===== src/rtl/srg_pkg.sv =====
package srg_pkg;
    typedef enum logic [1:0] {
        ST_OFF  = 2'd0,
        ST_LOW  = 2'd1,
        ST_WAIT = 2'd2,
        ST_RUN  = 2'd3
    } srg_state_e;
endpackage


===== src/rtl/srg_thresholds.sv =====
module srg_thresholds #(
    parameter int CODE_W      = 10,
    parameter int LVL_W       = 3,
    parameter int MV_PER_LSB  = 4,
    parameter int RISE_MV     = 2300,
    parameter int FALL_MV     = 1900,
    parameter int DET_BASE_MV = 2000,
    parameter int DET_STEP_MV = 100
) (
    input  logic [LVL_W-1:0]  lvl,
    output logic [CODE_W-1:0] rise_code,
    output logic [CODE_W-1:0] fall_code,
    output logic [CODE_W-1:0] det_code
);
    localparam int NLVL   = 2 ** LVL_W;
    localparam int RISE_C = RISE_MV / MV_PER_LSB;
    localparam int FALL_C = FALL_MV / MV_PER_LSB;

    logic [CODE_W-1:0] det_tab [NLVL];

    for (genvar g = 0; g < NLVL; g++) begin : g_det
        localparam int DET_C = (DET_BASE_MV + DET_STEP_MV * g) / MV_PER_LSB;
        assign det_tab[g] = CODE_W'(DET_C);
    end

    assign rise_code = CODE_W'(RISE_C);
    assign fall_code = CODE_W'(FALL_C);
    assign det_code  = det_tab[lvl];
endmodule


===== src/rtl/srg_delay_timer.sv =====
module srg_delay_timer #(
    parameter int DLY_W          = 4,
    parameter int TICKS_PER_STEP = 5
) (
    input  logic             clk,
    input  logic             rst_n,
    input  logic             en,
    input  logic             tick,
    input  logic [DLY_W-1:0] dly,
    output logic             done
);
    localparam int MAX_TGT = (2 ** DLY_W - 1) * TICKS_PER_STEP;
    localparam int CNT_W   = $clog2(MAX_TGT + 1) + 1;

    logic [CNT_W-1:0] cnt;
    logic [CNT_W-1:0] target;

    assign target = CNT_W'(dly) * CNT_W'(TICKS_PER_STEP);
    assign done   = en && (cnt >= target);

    always_ff @(posedge clk or negedge rst_n) begin
        if (!rst_n)                       cnt <= '0;
        else if (!en)                     cnt <= '0;
        else if (tick && (cnt < target))  cnt <= cnt + 1'b1;
    end

    // Counter holds between ticks while enabled
    assert_cnt_hold_R5: assert property (@(posedge clk) disable iff (!rst_n)
        (en && !tick) |=> $stable(cnt) || !en);
endmodule


===== src/rtl/srg_fsm.sv =====
module srg_fsm
    import srg_pkg::*;
#(
    parameter int CODE_W = 10
) (
    input  logic              clk,
    input  logic              rst_n,
    input  logic              smp_vld,
    input  logic [CODE_W-1:0] code,
    input  logic [CODE_W-1:0] rise_code,
    input  logic [CODE_W-1:0] fall_code,
    input  logic [CODE_W-1:0] det_code,
    input  logic              timer_done,
    output logic              timer_en,
    output logic              uvlo_ok,
    output logic              rst_out_n
);
    srg_state_e state, nxt;

    logic below_fall, below_det, above_rise;
    assign below_fall = code < fall_code;
    assign below_det  = code < det_code;
    assign above_rise = code > rise_code;

    always_ff @(posedge clk or negedge rst_n) begin
        if (!rst_n) state <= ST_OFF;
        else        state <= nxt;
    end

    always_comb begin
        nxt = state;
        unique case (state)
            ST_OFF: begin
                if (smp_vld && above_rise) nxt = below_det ? ST_LOW : ST_WAIT;
            end
            ST_LOW: begin
                if (smp_vld) begin
                    if (below_fall)      nxt = ST_OFF;
                    else if (!below_det) nxt = ST_WAIT;
                end
            end
            ST_WAIT: begin
                if (smp_vld && below_fall)     nxt = ST_OFF;
                else if (smp_vld && below_det) nxt = ST_LOW;
                else if (timer_done)           nxt = ST_RUN;
            end
            ST_RUN: begin
                if (smp_vld && below_fall)     nxt = ST_OFF;
                else if (smp_vld && below_det) nxt = ST_LOW;
            end
            default: nxt = ST_OFF;
        endcase
    end

    always_comb begin
        timer_en  = (state == ST_WAIT);
        uvlo_ok   = (state != ST_OFF);
        rst_out_n = (state == ST_RUN);
    end

    // A reading under the detect level asserts reset next cycle
    assert_dip_resets_R4: assert property (@(posedge clk) disable iff (!rst_n)
        (smp_vld && below_det) |=> !rst_out_n);
    // A reading under the fall code enters lockout
    assert_fall_locks_R3: assert property (@(posedge clk) disable iff (!rst_n)
        (smp_vld && below_fall) |=> !uvlo_ok);
    // A reading above the rise code releases lockout
    assert_rise_releases_R2: assert property (@(posedge clk) disable iff (!rst_n)
        (!uvlo_ok && smp_vld && above_rise) |=> uvlo_ok);
    // Reset only releases once the delay timer has finished
    assert_release_after_delay_R5: assert property (@(posedge clk) disable iff (!rst_n)
        $rose(rst_out_n) |-> $past(timer_done));
    // Without a valid reading, lockout is held
    assert_off_holds_R7: assert property (@(posedge clk) disable iff (!rst_n)
        (!smp_vld && !uvlo_ok) |=> !uvlo_ok);
endmodule


===== src/rtl/supply_reset_gen.sv =====
module supply_reset_gen #(
    parameter int CODE_W         = 10,
    parameter int LVL_W          = 3,
    parameter int DLY_W          = 4,
    parameter int MV_PER_LSB     = 4,
    parameter int TICKS_PER_STEP = 5
) (
    input  logic              clk,
    input  logic              arst_n,
    input  logic              smp_vld_i,
    input  logic [CODE_W-1:0] vin_code_i,
    input  logic              ms_tick_i,
    input  logic [LVL_W-1:0]  det_lvl_i,
    input  logic [DLY_W-1:0]  dly_sel_i,
    output logic              uvlo_ok_o,
    output logic              sys_rst_n_o
);
    logic [CODE_W-1:0] rise_code, fall_code, det_code;
    logic              timer_en, timer_done;

    srg_thresholds #(
        .CODE_W(CODE_W), .LVL_W(LVL_W), .MV_PER_LSB(MV_PER_LSB),
        .RISE_MV(2300), .FALL_MV(1900), .DET_BASE_MV(2000), .DET_STEP_MV(100)
    ) u_thr (
        .lvl(det_lvl_i), .rise_code(rise_code), .fall_code(fall_code), .det_code(det_code)
    );

    srg_delay_timer #(.DLY_W(DLY_W), .TICKS_PER_STEP(TICKS_PER_STEP)) u_tmr (
        .clk(clk), .rst_n(arst_n), .en(timer_en), .tick(ms_tick_i),
        .dly(dly_sel_i), .done(timer_done)
    );

    srg_fsm #(.CODE_W(CODE_W)) u_fsm (
        .clk(clk), .rst_n(arst_n), .smp_vld(smp_vld_i), .code(vin_code_i),
        .rise_code(rise_code), .fall_code(fall_code), .det_code(det_code),
        .timer_done(timer_done), .timer_en(timer_en),
        .uvlo_ok(uvlo_ok_o), .rst_out_n(sys_rst_n_o)
    );
endmodule


===== config.mk =====
export PLATFORM = sky130hd
export DESIGN_NAME = supply_reset_gen
export DESIGN_NICKNAME = d
export VERILOG_FILES = /design/src/rtl/srg_pkg.sv /design/src/rtl/srg_thresholds.sv /design/src/rtl/srg_delay_timer.sv /design/src/rtl/srg_fsm.sv /design/src/rtl/supply_reset_gen.sv
export SDC_FILE = /design/constraint.sdc
export NUM_CORES = 1
export LEC_CHECK = 0
export ABC_CLOCK_PERIOD_IN_PS = 2300
export BUFFER_PORTS_ARGS = -buffer_cell sky130_fd_sc_hd__buf_2
export CORE_ASPECT_RATIO = 0.8
export CORE_UTILIZATION = 50
export CTS_CLUSTER_SIZE = 25
export DETAILED_ROUTE_END_ITERATION = 12
export PLACE_DENSITY = 0.81
export SLEW_MARGIN = 5
export SYNTH_ARGS = -nofsm -noshare
export SYNTH_HDL_FRONTEND = slang
export SYNTH_SLANG_ARGS = --single-unit

===== constraint.sdc =====
create_clock -name clk -period 2.3 [get_ports clk]
set_clock_uncertainty 0.15 [all_clocks]
set_input_delay 0.23 -clock clk [delete_from_list [all_inputs] [get_ports clk]]
set_output_delay 0.23 -clock clk [all_outputs]
set_load 0.05 [all_outputs]

==> impl_metrics.yaml <==
run_status:
  status: "finished with violations"
  violations: "negative setup slack"
critical_path:
  worstSetupPathType: "in -> reg"
  cp.arrival_ns: 2.64
  crit_path_max_fanout: 8
  ff2ff_path_depth: 7
  r2r_setup_slack_ns: 0.03
  cp_cell_sequence: "buf_6 -> ha_4 -> ha_4 -> inv_2 -> fa_2 -> xor2_1 -> ha_1 -> a21o_1 -> a211oi_2 -> nand2_2 -> buf_6 -> o311ai_4 -> o41ai_2"
  crit_start: "dly_sel_i[3]"
  crit_slowest_cell: "fa_2"
  r2r-start: "u_tmr.cnt[1]"
  worstPathRequired_ns: 2.29
  cp-end-kind: "register"
  cp-start-kind: "primary input"
  rr_endpoint: "u_tmr.cnt[3]"
  max_stage_delay_ns: 0.34
synthesis:
  ys_seq_elements: 10
  syn_inst: 138
  syn_area_mm2: 0.00118
  synth_edf_count: 0
  syn_area_per_cell_um2: 8.57
  synth_async_sr_flop_share: 1.00
  synth_ff_type: "dfrtp_1"
  synth_warnings: 0
  ys_seq_area_frac: 0.212
  yosysUniqueCellTypes: 39
  syn_nets: 184
route:
  drt_pass1_iterations: 4
  wl_met1_um: 1310
  post-route-drc-count: 0
  viasPerCell: 6.15
  wl_um: 3280
  first_iter_violations: 38
  vias: 1249
  dr_wl_met2_um: 1720
  post_drt_wl_per_cell_um: 16.1
  routed.top_layer: "met4"
  wl_met3_um: 168
  ant_nets: 0
sta:
  finalCritPeriodShare: 1.15
  fmax_ghz: 0.378
  finalSetupViolations: 9
  hold_violations: 0
  worst_slack_ns: -0.347
  maxSlewViolCount: 0
  rsz0062_at_grt: "yes"
  fin_crit_ns: 2.65
  tightest_slew_ns: 0.509
  relSlewSlack: 0.660
power_and_ir_drop:
  p_int_w: 0.000403
  powerDensity_mw_per_mm2: 412
  p_comb_frac: 0.435
  p_sw_w: 0.000256
  swShare: 0.389
  seqPwrFrac: 0.310
  power_frac_clock: 0.255
  ir_drop_v: 0.000344
  power_leakage_nw: 0.742
global_routing:
  grt_pass1_vias: 1246
  track_usage: 0.283
  antenna_found_initial: 0
  grt_max_degree: 14
  gr-total-overflow: 0
  grt_pass1_wl_um: 5430
clocking:
  clkLatencyLatePin_ns: 0.28
  clock-sinks: 10
  clockBufferDepth: 2
  cts_tree: "done"
  root_buffer: "clkbuf_4"
  h-tree-depth: 1
  cts_made_buffers: 3
  path_clk_slew_ns: 0.08
die:
  die_h_um: 45.5
  die_area_mm2: 0.00256
  num_rows: 15
  coreArea_mm2: 0.00220
  die_x_um: 56.4
  io_pins: 23
  start_util: 0.538
placed_design:
  dp_hpwl_um: 2460
  dp_cells: 195
  place.gp.congestion: 0.838
  io_buffers: 22
  place_ws_ns: -0.675
finish:
  layout-drive-gt1-share: 0.365
  syn_to_final_growth_pct: 35.2
  n_fill_cell: 168
  fin_nets: 225
  final_cells: 203
  diodes: 0
  fin_util: 0.728
min_path:
  hold_class: "in -> async"
run:
  drv_cap: 0
-- state kept, by name (all words and copies together) (netlist names) --
register,cells
u_tmr.cnt,8
u_fsm.state,2
-- routing by layer --
layer	track usage	up-vias
met4	0.137	0
met2	0.540	54
li1	-	598
met5	0	-
met3	0.0540	15
met1	0.312	582
-- logic make-up after synthesis --
kind of cell,after synthesis,synth area share
AO/OA/AOI/OAI,43,0.238
AND/OR/NAND/NOR,42,0.206
adder cells (fa/ha/maj),25,0.271
buffers and inverters,16,0.0582
flip-flops,10,0.212
XOR/XNOR,2,0.0148
-- synth_stat cells (all sizes together) (2+ instances only) --
master,n,share of area
and2,4,0.022
a21oi,15,0.063
o211ai,2,0.017
o21ai,6,0.025
nor4,2,0.011
a211oi,2,0.017
nand4,5,0.026
nand3,6,0.025
a21o,3,0.019
inv,13,0.041
dfrtp,10,0.21
o31ai,4,0.025
or4,4,0.025
ha,24,0.25
a31oi,2,0.011
buf,2,0.014
nor2b,3,0.016
nor2,3,0.0095
nand2b,5,0.026
o21a,4,0.025
nand2,6,0.021
-- critical path: cells and delay by family --
family / cells / cell delay [ns]
xor+xnor: 1 / 0.15
simple gates: 1 / 0.16
buf+inv: 3 / 0.29
fa+ha+maj: 4 / 1.02
compound gates: 4 / 0.78
-- cells in the final DEF, fill, tap and decap left out, drive strengths merged --
cell type,netlist,layout
a211o,1,1
a211oi,2,2
a21o,3,3
a21oi,15,15
a221oi,1,1
a31oi,2,2
and2,4,4
buf,2,38
clkbuf,1,4
dfrtp,10,10
dlygate4sd3,0,1
fa,1,1
ha,24,24
inv,13,13
nand2,6,6
nand2b,5,5
nand3,6,6
nand4,5,5
nand4b,1,1
nor2,3,3
nor2b,3,3
nor3,1,1
nor3b,1,1
nor4,2,2
o211ai,2,2
o21a,4,4
o21ai,6,6
o22ai,1,1
o311ai,1,1
o31ai,4,4
o41ai,1,1
or2,1,1
or4,4,4
xnor2,1,1
xor2,1,1
-- worst max path at each step --
stage | endpoint | depth (start not counted) | slack, ns
3_5_place_dp | u_tmr.cnt[3] | 12 | -0.67
6_report | u_tmr.cnt[5] | 13 | -0.35
2_1_floorplan | u_tmr.cnt[2] | 12 | -0.43
5_1_grt | u_tmr.cnt[5] | 13 | -0.43
3_3_place_gp | u_tmr.cnt[5] | 12 | -0.54
4_1_cts | u_tmr.cnt[3] | 12 | -0.31
-- metrics by stage --
stage | setup TNS [ns] | total power, W | hold WS (ns) | area, um^2
6_report | -2.52 | 0.000659 | 0.179 | 1600
5_1_grt | -3.29 | 0.000698 | 0.201 | 1600
4_1_cts | -2.03 | 0.000646 | 0.163 | 1550
3_5_place_dp | -5.04 | 0.000466 | -0.0413 | 1430
3_3_place_gp | -4.08 | 0.000448 | -0.0504 | 1430
2_1_floorplan | -2.27 | 0.000378 | -0.216 | 1210
-- repair_timing --
item	4_1_cts	5_1_grt
setup buffers	2	3
hold buffers	1	0
endpoints found under the setup margin	9	9
pin swaps	5	4
resized for setup	12	11
hold endpoints to repair	10	0
-- power by group through the flow --
| stage | Clock (W) | Combinational (W) | Sequential (W) |
|---|---|---|---|
| after floorplan | 0 | 0.000175 | 0.000203 |
| after global placement | 0 | 0.000241 | 0.000206 |
| after detailed placement | 0 | 0.000258 | 0.000208 |
| after CTS | 0.000172 | 0.000269 | 0.000204 |
| after global routing | 0.000177 | 0.000314 | 0.000207 |
| final | 0.000168 | 0.000286 | 0.000204 |
-- layout make-up --
| cell class | count | area (um^2) | share of cell area |
|---|---|---|---|
| sequential | 10 | 250 | 0.156 |
| multi-input combinational | 112 | 976 | 0.610 |
| clock buffer | 4 | 36.3 | 0.0227 |
| timing repair buffer | 39 | 256 | 0.160 |
| inverter | 13 | 48.8 | 0.0305 |
| tap | 25 | 31.3 | 0.0196 |
Note: power is estimated with default switching activity, not from simulation.
